File: src/rtl/fpm_dram_ctrl.sv
module fpm_dram_ctrl #(
  parameter int ADDR_W      = 20,
  parameter int CNT_W       = 8,
  parameter int T_SETUP     = 1,
  parameter int T_RAH       = 2,
  parameter int T_CAD       = 2,
  parameter int T_RAC       = 9,
  parameter int T_CAC       = 3,
  parameter int T_AA        = 5,
  parameter int T_CASW      = 3,
  parameter int T_WP        = 2,
  parameter int T_CP        = 2,
  parameter int T_RP        = 7,
  parameter int T_CSR       = 2,
  parameter int T_CHR       = 5,
  parameter int T_REFW      = 4,
  parameter int MAX_RAS_CLK = 19000,
  parameter int COL_GUARD   = 16
) (
  input  logic              clk,
  input  logic              rst_n,
  input  logic              req_valid,
  output logic              req_ready,
  input  logic [ADDR_W-1:0] req_addr,
  input  logic              req_write,
  input  logic              req_rmw,
  input  logic              req_wdata,
  input  logic              req_burst,
  output logic              rsp_valid,
  output logic              rsp_rdata,
  input  logic              refresh_req,
  output logic              ras_n,
  output logic              cas_n,
  output logic              we_n,
  output logic [ADDR_W/2-1:0] dram_a,
  output logic              dram_din,
  input  logic              dram_dout
);
  localparam int AP_W = ADDR_W / 2;
  localparam int RW   = $clog2(MAX_RAS_CLK + 2);
  localparam logic [RW-1:0]    RAS_OPEN_LIM = RW'(MAX_RAS_CLK - COL_GUARD);
  localparam logic [RW-1:0]    RAC_L = RW'(T_RAC);
  localparam logic [CNT_W-1:0] CAC_L = CNT_W'(T_CAC);
  localparam logic [CNT_W-1:0] AA_L  = CNT_W'(T_AA);
  localparam logic [CNT_W-1:0] CASW_L = CNT_W'(T_CASW - 1);

  typedef enum logic [3:0] {
    S_IDLE, S_ACT, S_ROW, S_COLA, S_CAS, S_RMWW, S_CPRE, S_PAGE, S_PRE,
    S_CBR1, S_CBR2, S_CBR3
  } state_t;

  state_t            state;
  logic [CNT_W-1:0]  cnt, cas_cnt, col_cnt;
  logic [RW-1:0]     ras_cnt;
  logic [AP_W-1:0]   row_q, col_q;
  logic              wr_q, rmw_q, wd_q, burst_q, ref_pend;

  function automatic logic [CNT_W-1:0] ld(input int t);
    return CNT_W'(t - 1);
  endfunction

  wire [AP_W-1:0] row_in = req_addr[ADDR_W-1:AP_W];
  wire [AP_W-1:0] col_in = req_addr[AP_W-1:0];
  wire ref_any   = ref_pend | refresh_req;
  wire page_room = ras_cnt < RAS_OPEN_LIM;
  wire data_ok   = (ras_cnt >= RAC_L) && (cas_cnt >= CAC_L) && (col_cnt >= AA_L);
  wire cas_ok    = cas_cnt >= CASW_L;
  wire early_wr  = wr_q & ~rmw_q;
  wire col_run   = state inside {S_COLA, S_CAS, S_RMWW, S_CPRE};

  assign req_ready = !ref_any &&
                     ((state == S_IDLE) ||
                      (state == S_PAGE && page_room && row_in == row_q));
  wire take = req_valid & req_ready;

  assign ras_n = !(state inside {S_ROW, S_COLA, S_CAS, S_RMWW, S_CPRE, S_PAGE,
                                 S_CBR2, S_CBR3});
  assign cas_n = !(state inside {S_CAS, S_RMWW, S_CBR1, S_CBR2});
  assign we_n  = !((early_wr && state inside {S_COLA, S_CAS}) || state == S_RMWW);
  assign dram_a   = (state inside {S_COLA, S_CAS, S_RMWW, S_CPRE, S_PAGE}) ? col_q : row_q;
  assign dram_din = wd_q;

  always_ff @(posedge clk or negedge rst_n) begin
    if (!rst_n) begin
      state <= S_IDLE;
      cnt <= '0; cas_cnt <= '0; col_cnt <= '0; ras_cnt <= '0;
      row_q <= '0; col_q <= '0;
      wr_q <= 1'b0; rmw_q <= 1'b0; wd_q <= 1'b0; burst_q <= 1'b0;
      ref_pend <= 1'b0; rsp_valid <= 1'b0; rsp_rdata <= 1'b0;
    end else begin
      rsp_valid <= 1'b0;
      if (cnt != '0) cnt <= cnt - 1'b1;
      ras_cnt <= ras_n ? '0 : ((&ras_cnt) ? ras_cnt : ras_cnt + 1'b1);
      cas_cnt <= cas_n ? '0 : ((&cas_cnt) ? cas_cnt : cas_cnt + 1'b1);
      col_cnt <= !col_run ? '0 : ((&col_cnt) ? col_cnt : col_cnt + 1'b1);
      if (state == S_IDLE && ref_any) ref_pend <= 1'b0;
      else if (refresh_req)           ref_pend <= 1'b1;
      if (take) begin
        row_q   <= row_in;
        col_q   <= col_in;
        wr_q    <= req_write;
        rmw_q   <= req_write & req_rmw;
        wd_q    <= req_wdata;
        burst_q <= req_burst;
      end
      case (state)
        S_IDLE:
          if (ref_any) begin state <= S_CBR1; cnt <= ld(T_CSR); end
          else if (take) begin state <= S_ACT; cnt <= ld(T_SETUP); end
        S_ACT:  if (cnt == '0) begin state <= S_ROW;  cnt <= ld(T_RAH); end
        S_ROW:  if (cnt == '0) begin state <= S_COLA; cnt <= ld(T_CAD); end
        S_COLA: if (cnt == '0) state <= S_CAS;
        S_CAS:
          if (early_wr) begin
            if (cas_ok) begin rsp_valid <= 1'b1; state <= S_CPRE; cnt <= ld(T_CP); end
          end else if (cas_ok && data_ok) begin
            rsp_valid <= 1'b1;
            rsp_rdata <= dram_dout;
            if (rmw_q) begin state <= S_RMWW; cnt <= ld(T_WP); end
            else       begin state <= S_CPRE; cnt <= ld(T_CP); end
          end
        S_RMWW: if (cnt == '0) begin state <= S_CPRE; cnt <= ld(T_CP); end
        S_CPRE:
          if (cnt == '0) begin
            if (burst_q && !ref_any && page_room) state <= S_PAGE;
            else begin state <= S_PRE; cnt <= ld(T_RP); end
          end
        S_PAGE:
          if (take) begin state <= S_COLA; cnt <= ld(T_CAD); end
          else if (ref_any || !page_room || (req_valid && row_in != row_q)) begin
            state <= S_PRE; cnt <= ld(T_RP);
          end
        S_PRE:  if (cnt == '0) state <= S_IDLE;
        S_CBR1: if (cnt == '0) begin state <= S_CBR2; cnt <= ld(T_CHR); end
        S_CBR2: if (cnt == '0) begin state <= S_CBR3; cnt <= ld(T_REFW); end
        S_CBR3: if (cnt == '0) begin state <= S_PRE;  cnt <= ld(T_RP); end
        default: state <= S_IDLE;
      endcase
    end
  end

  assert_row_setup_R2: assert property (@(posedge clk) disable iff (!rst_n)
    $fell(ras_n) && cas_n |-> $stable(dram_a));
  assert_row_to_cas_R3: assert property (@(posedge clk) disable iff (!rst_n)
    $fell(cas_n) && !ras_n |-> ras_cnt >= RW'(T_RAH + T_CAD));
  assert_early_we_R5: assert property (@(posedge clk) disable iff (!rst_n)
    $fell(cas_n) && !ras_n && !we_n |-> !$past(we_n));
  assert_rmw_we_late_R6: assert property (@(posedge clk) disable iff (!rst_n)
    $fell(we_n) && !cas_n |-> rsp_valid);
  assert_ras_limit_R9: assert property (@(posedge clk) disable iff (!rst_n)
    !ras_n |-> ras_cnt < RW'(MAX_RAS_CLK));
  assert_cbr_order_R10: assert property (@(posedge clk) disable iff (!rst_n)
    $fell(ras_n) && !cas_n |-> !$past(cas_n));
  assert_cbr_we_high_R10: assert property (@(posedge clk) disable iff (!rst_n)
    !cas_n && (ras_n || state inside {S_CBR2, S_CBR3}) |-> we_n);
  assert_ref_blocks_ready_R11: assert property (@(posedge clk) disable iff (!rst_n)
    refresh_req |-> !req_ready);
endmodule

File: config.mk
export PLATFORM = sky130hd
export DESIGN_NAME = fpm_dram_ctrl
export DESIGN_NICKNAME = d
export VERILOG_FILES = /design/src/rtl/fpm_dram_ctrl.sv
export SDC_FILE = /design/constraint.sdc
export NUM_CORES = 1
export LEC_CHECK = 0
export ABC_AREA = 1
export BUFFER_PORTS_ARGS = -buffer_cell sky130_fd_sc_hd__buf_2
export CAP_MARGIN = 5
export CORE_MARGIN = 2
export CORE_UTILIZATION = 54
export CTS_CLUSTER_DIAMETER = 30
export DETAILED_ROUTE_END_ITERATION = 10
export PLACE_DENSITY = 0.87
export SLEW_MARGIN = 15
export SYNTH_ARGS = -nofsm -noshare
export SYNTH_HDL_FRONTEND = slang
export SYNTH_SLANG_ARGS = --single-unit
File: constraint.sdc
create_clock -name clk -period 1.9 [get_ports clk]
set_input_delay 0.38 -clock clk [delete_from_list [all_inputs] [get_ports clk]]
set_output_delay 0.38 -clock clk [all_outputs]
set_load 0.05 [all_outputs]
**Word level (Yosys, flattened, before mapping)**

Cells that the tools add are included.

- Flip-flop bits (word level): 70
- Input port bits: 29
- Output and inout port bits: 17

- $add $sub $neg: 4
- Order comparisons: 5
- Equal/unequal tests: 29
- Multiplexer cells: 47
- Bitwise operators: 6
- Reductions and logical operators: 35

Operators with widths:

| operator | number |
|---|---|
| 8-bit two-way mux | 18 |
| 4-bit two-way mux | 17 |
| 8-bit one-hot mux with 8 select lines | 1 |
| 4-bit one-hot mux with 12 select lines | 1 |
| 15-bit two-way mux | 2 |
| 8-bit by 1-bit adder with 8-bit output, second input constant | 2 |
| 4-bit by 3-bit equality test with 1-bit output, second input constant | 4 |
| 4-bit equality test, second input constant | 4 |
| 8-bit by 2-bit >= comparator with 1-bit output, second input constant | 2 |
| 8-bit AND reduction | 2 |
| 8-bit nonzero test | 2 |
| 15-bit by 1-bit adder with 15-bit output, second input constant | 1 |
| 15-bit by 4-bit >= comparator with 1-bit output, second input constant | 1 |
| 15-bit less-than comparator, second input constant | 1 |
| 15-bit AND reduction | 1 |
| 2-bit by 1-bit != test with 1-bit output, second input constant | 7 |
| 13-bit AND reduction | 1 |
| 1-bit logical AND | 11 |
| 10-bit equality test | 1 |
| 10-bit two-way mux | 1 |
| 10-bit != test | 1 |
| 2-bit != test, second input constant | 5 |
| 4-bit by 2-bit equality test with 1-bit output, second input constant | 2 |
| 8-bit by 3-bit >= comparator with 1-bit output, second input constant | 1 |
| other kinds (18) | 37 |

**Depth between registers and ports, before layout**

- Depth in word-level cells: 9
- Gate-level depth with buffers: 14
- Depth with buffers taken out: 13

**Worst setup path after synthesis**

Ideal clock, no wire load.

- Path type: register to output
- Start point: reg state[0]
- End point: out dram_a[1]
- Arrival time: 2.057 ns
- Required time: 1.520 ns
- Setup slack: -0.537 ns
- Stages on the path, launching flop included: 10
- Buffers on the path: 2
- Cell sequence: dfrtp_1 -> buf_2 -> nand2_2 -> nor2_2 -> nor2_4 -> inv_2 -> nor3_4 -> nand2_4 -> buf_6 -> o21ai_1

- Word-level cells in the longest chain between the ends: 3
- Elaborated cells on any way between the ends: 7

Ends and longest elaborated chain:

| what | RTL line | source |
|---|---|---|
| start, declared | 52 | `state_t state;` |
| start signal, assigned | 85 | `state <= S_IDLE;` |
| start signal, assigned | 108 | `if (ref_any) begin state <= S_CBR1; cnt <= ld(T_CSR); end` |
| start signal, assigned | 109 | `else if (take) begin state <= S_ACT; cnt <= ld(T_SETUP); end` |
| 4-bit by 2-bit equality test with 1-bit output / 4-bit by 3-bit equality test with 1-bit output (equally long branches) | 80 | `assign dram_a = (state inside {S_COLA, S_CAS, S_RMWW, S_CPRE, S_PAGE}) ? col_q : row_q;` |
| 5-bit nonzero test * | 80 |  |
| 10-bit two-way mux * | 80 |  |
| end, declared | 35 | `output logic [ADDR_W/2-1:0] dram_a,` |

Every way passes the cells marked *; elsewhere a longest branch is shown, timed or not.

**Final worst setup path**

- Start point: reg state[3]
- End point: out dram_a[4]

The elaborated chain is that of the path after synthesis.

==> PnR_summary.wiki <==
{| class="wikitable"
! Metric !! Value
|-
| Result of the run || finished, violations left
|-
| Violated checks || negative setup slack
|-
| Number of antenna violations at the first check in global routing || 0
|-
| Commonest non-fill, non-tap cell in the layout || sky130_fd_sc_hd__nand2_1
|-
| LEAKAGE || between 3 and 4 nW
|-
| Crit. End Element || primary output
|-
| Post-Route Setup TNS || -21,050 ps
|-
| Setup-violating endpoint count in the final report || 61
|-
| GR Overflow Total || 0
|-
| Part of the cycle the worst path needs || 137%
|-
| Cell area reported after detailed placement || ~5000 sq um
|-
| Transition at the pin with the smallest max-transition slack || ~500 ps
|-
| Initial core utilization || roughly 56%
|-
| Ratio of total power to cell area || roughly 1600 nW/um^2
|-
| Slowest library cell on the worst path || sky130_fd_sc_hd__dfrtp_1
|-
| Number of library cell types mapped by synthesis || 45
|-
| Final max-slew violation count || 0
|-
| Clock transition at the registers of the reported paths || about 90 ps
|-
| Synthesis-to-layout area growth || 44.0%
|-
| Synth Register Bits || 70
|-
| Cell-by-cell listing of the critical path || buf_4 > nor2_4 > inv_2 > nor2_4 > nor2_4 > inv_2 > nor3_4 > buf_6 > nand2_8 > buf_6 > o21ai_4 > buf_6
|-
| Starting DRT DRC Count || between 800 and 900
|-
| Utilization of the core after routing || approximately 81%
|-
| Clock latency on the worst-skew pair || 380 ps
|-
| Cell at the root of the clock tree || sky130_fd_sc_hd__clkbuf_8
|-
| Kind of launch point of the worst setup path || flip-flop
|-
| Via count of the first global-routing pass || 4,706
|-
| Non-filler cells, final || roughly 830
|-
| DRC Markers || 0
|-
| First-pass iteration count of the detailed router || 6
|-
| Average size of a mapped cell || about 7.5 sq um
|-
| Routed via count divided by cell count || ~6.6
|-
| Sinks on Clock Net || 70
|-
| Boundary pin count || 46
|-
| Crit path time final || approximately 2600 ps
|-
| Peak per-stage delay on the critical path || about 420 ps
|-
| Fmax || 385 MHz
|-
| Floorplan die height || between 90 and 100 microns
|-
| Top cell type by total area after synthesis || sky130_fd_sc_hd__dfrtp_1
|-
| Number of instances in the synthesized netlist || 580
|-
| Synthesis warning total || 0
|-
| Row count || 32
|-
| Total clock buffers created by CTS || 9
|-
| Post-synthesis net count || a little over 600
|-
| Setup Skew || around 20 ps
|-
| Final WS setup || -700 ps
|-
| Max Cap Violations || 0
|-
| Wire length of the first global-routing pass || 22,200 microns
|-
| Top cell type's share of synthesized area || about two fifths
|-
| Type of the worst min-delay path || in -> async
|-
| Top cells by area in the synthesized netlist || sky130_fd_sc_hd__dfrtp_1, sky130_fd_sc_hd__nand2_1, sky130_fd_sc_hd__inv_1
|-
| Total routed wirelength || around 19,000 microns
|-
| Cell area after layout || around 6300 sq um
|-
| Most used routing layer in global routing || met2
|-
| Number of H-tree levels || 3
|-
| GRT met3 Usage || around 6.7%
|-
| Number of antenna-violating nets in the routed design || 0
|-
| Maximum ir drop on the vdd rail || roughly 1.1 mV
|-
| WHS || 12.7 ps
|-
| CTS tree || yes
|-
| Arrival time reported for the critical path endpoint || 2220 ps
|-
| Maximum fanout count along the critical path || 7
|-
| Commonest cells after routing, fill and taps aside || sky130_fd_sc_hd__nand2_1, sky130_fd_sc_hd__buf_4, sky130_fd_sc_hd__dfrtp_1, sky130_fd_sc_hd__inv_1, sky130_fd_sc_hd__nor2_1
|-
| Unrepaired setup endpoints after global routing || true
|-
| Met1 capacity usage during global routing || 37.8%
|-
| Final RePlAce weighted congestion || just over 0.9
|-
| Die X || 93.9 microns
|-
| Total global routing track utilization || approximately a third
|-
| Share of layout cells above drive strength 1 || 37.7%
|-
| Avg WL per Cell || 22.4 microns
|-
| Number of antenna diodes || 0
|-
| Area of the mapped netlist || 4360 sq um
|-
| Post-layout net count || between 700 and 800
|-
| Class of the most critical setup path || reg -> out
|-
| Number of buffers inserted by port buffering || between 40 and 50
|-
| Max transition margin || roughly two thirds
|-
| Share of synthesized area occupied by flip-flops and latches || about two fifths
|-
| Required time of the critical path || 1520 ps
|-
| Number of hold violations in the final report || 0
|-
| Pin count of the biggest net entering global routing || between 70 and 80
|-
| Global-route met2 utilization || approximately 56%
|-
| Full die area || roughly 9000 sq um
|-
| Number of buffers between clock root and the deepest sink || 2
|-
| Placed cell count || between 700 and 800
|-
| Post-detailed-placement half-perimeter wirelength || ~8000 microns
|-
| Vias post-DR || between 5,000 and 6,000
|-
| Cts-stage hold buffer count || 0
|-
| Core Area || slightly below 8000 sq um
|}
metrics by stage:
stage	worst slack [ps]	power, W
floorplan	-139	0.00542
global placement	-206	0.00658
detailed placement	-287	0.00676
CTS	-539	0.00882
global route	-751	0.0106
finish	-700	0.0103
logic make-up after synthesis:
kind of cell	after synthesis	synth area share, %
and+or+nand+nor	312	32.8
buffers and inverters	92	8.80
AOI/OAI and AO/OA	77	10.8
DFF	70	40.1
xor gates and xnor gates	13	2.61
adders and majority gates	10	2.87
muxes	6	1.98
Yosys cell counts, drive strengths merged:
cell,count
dfrtp,70
o211ai,1
buf,7
o21bai,1
nand2,169
a22oi,2
nor4,5
o41ai,1
or3b,1
a211o,1
o22ai,1
nand4,8
nand3,41
clkbuf,1
xnor2,2
nor2,67
nor3,18
a21oi,18
a221oi,2
a31o,1
a22o,1
xor2,11
mux2,6
ha,10
o21ai,39
o211a,1
inv,84
a31oi,8
or2,1
nor3b,2
state kept, by name, indices dropped and copies added (netlist names):
name,count
burst_q,1
cas_cnt,8
cnt,8
col_cnt,8
col_q,10
dram_din,1
ras_cnt,15
ref_pend,1
rmw_q,1
row_q,10
rsp_rdata,1
rsp_valid,1
state,4
wr_q,1
what timing repair did:
action                                  in CTS  in global routing
buffers inserted                            14                 26
pin swaps                                   10                 33
cloned                                       3                  0
endpoints found under the setup margin      29                 68
resized for setup                           66                 98
layer usage:
metal	up-vias	part of all wire (%)
li1	2164	-
met1	2493	33
met2	583	45
met3	201	12
met4	0	9.8
met5	-	0
worst max-delay path, delay by kind of cell, from the launching register on:
| kind | cells | cell delay, ps |
|---|---|---|
| buf+inv | 6 | 790 |
| compound gates | 1 | 130 |
| simple gates | 5 | 490 |
| flops | 1 | 420 |
path summary, 6_finish.rpt:
| path | startpoint | depth (start not counted) | to | slack, ps |
|---|---|---|---|---|
| min reg2reg | col_q[4]$_DFFE_PN0P_ | 2 | col_q[4]$_DFFE_PN0P_ | 490 |
| min | rst_n | 2 | cas_cnt[7]$_DFFE_PN0P_ | 10 |
| max reg2reg | row_q[1]$_DFFE_PN0P_ | 12 | state[1]$_DFFE_PN0P_ | -450 |
| max | state[3]$_DFFE_PN0P_ | 12 | dram_a[4] | -700 |
| max in group asynchronous | rst_n | 2 | ras_cnt[1]$_DFFE_PN0P_ | 1560 |
| min in group clk | req_addr[5] | 3 | col_q[5]$_DFFE_PN0P_ | 190 |
layout make-up:
type / instances / area [sq um]
well taps: 102 / 128
fillers: 383 / 1480
clock buffers: 10 / 128
multi-input cells: 419 / 2660
flip-flops and latches: 70 / 1760
repair buffers: 138 / 1180
inverters: 84 / 345
clock inverters: 6 / 86.3
power breakdown:
| group | switching (W) | total (W) | internal [W] |
|---|---|---|---|
| registers | 0.000481 | 0.00241 | 0.00193 |
| logic | 0.00384 | 0.00643 | 0.00259 |
| clock network | 0.000694 | 0.00143 | 0.000739 |
| total | 0.00502 | 0.0103 | 0.00525 |
Power figures use the tool's default switching activity.
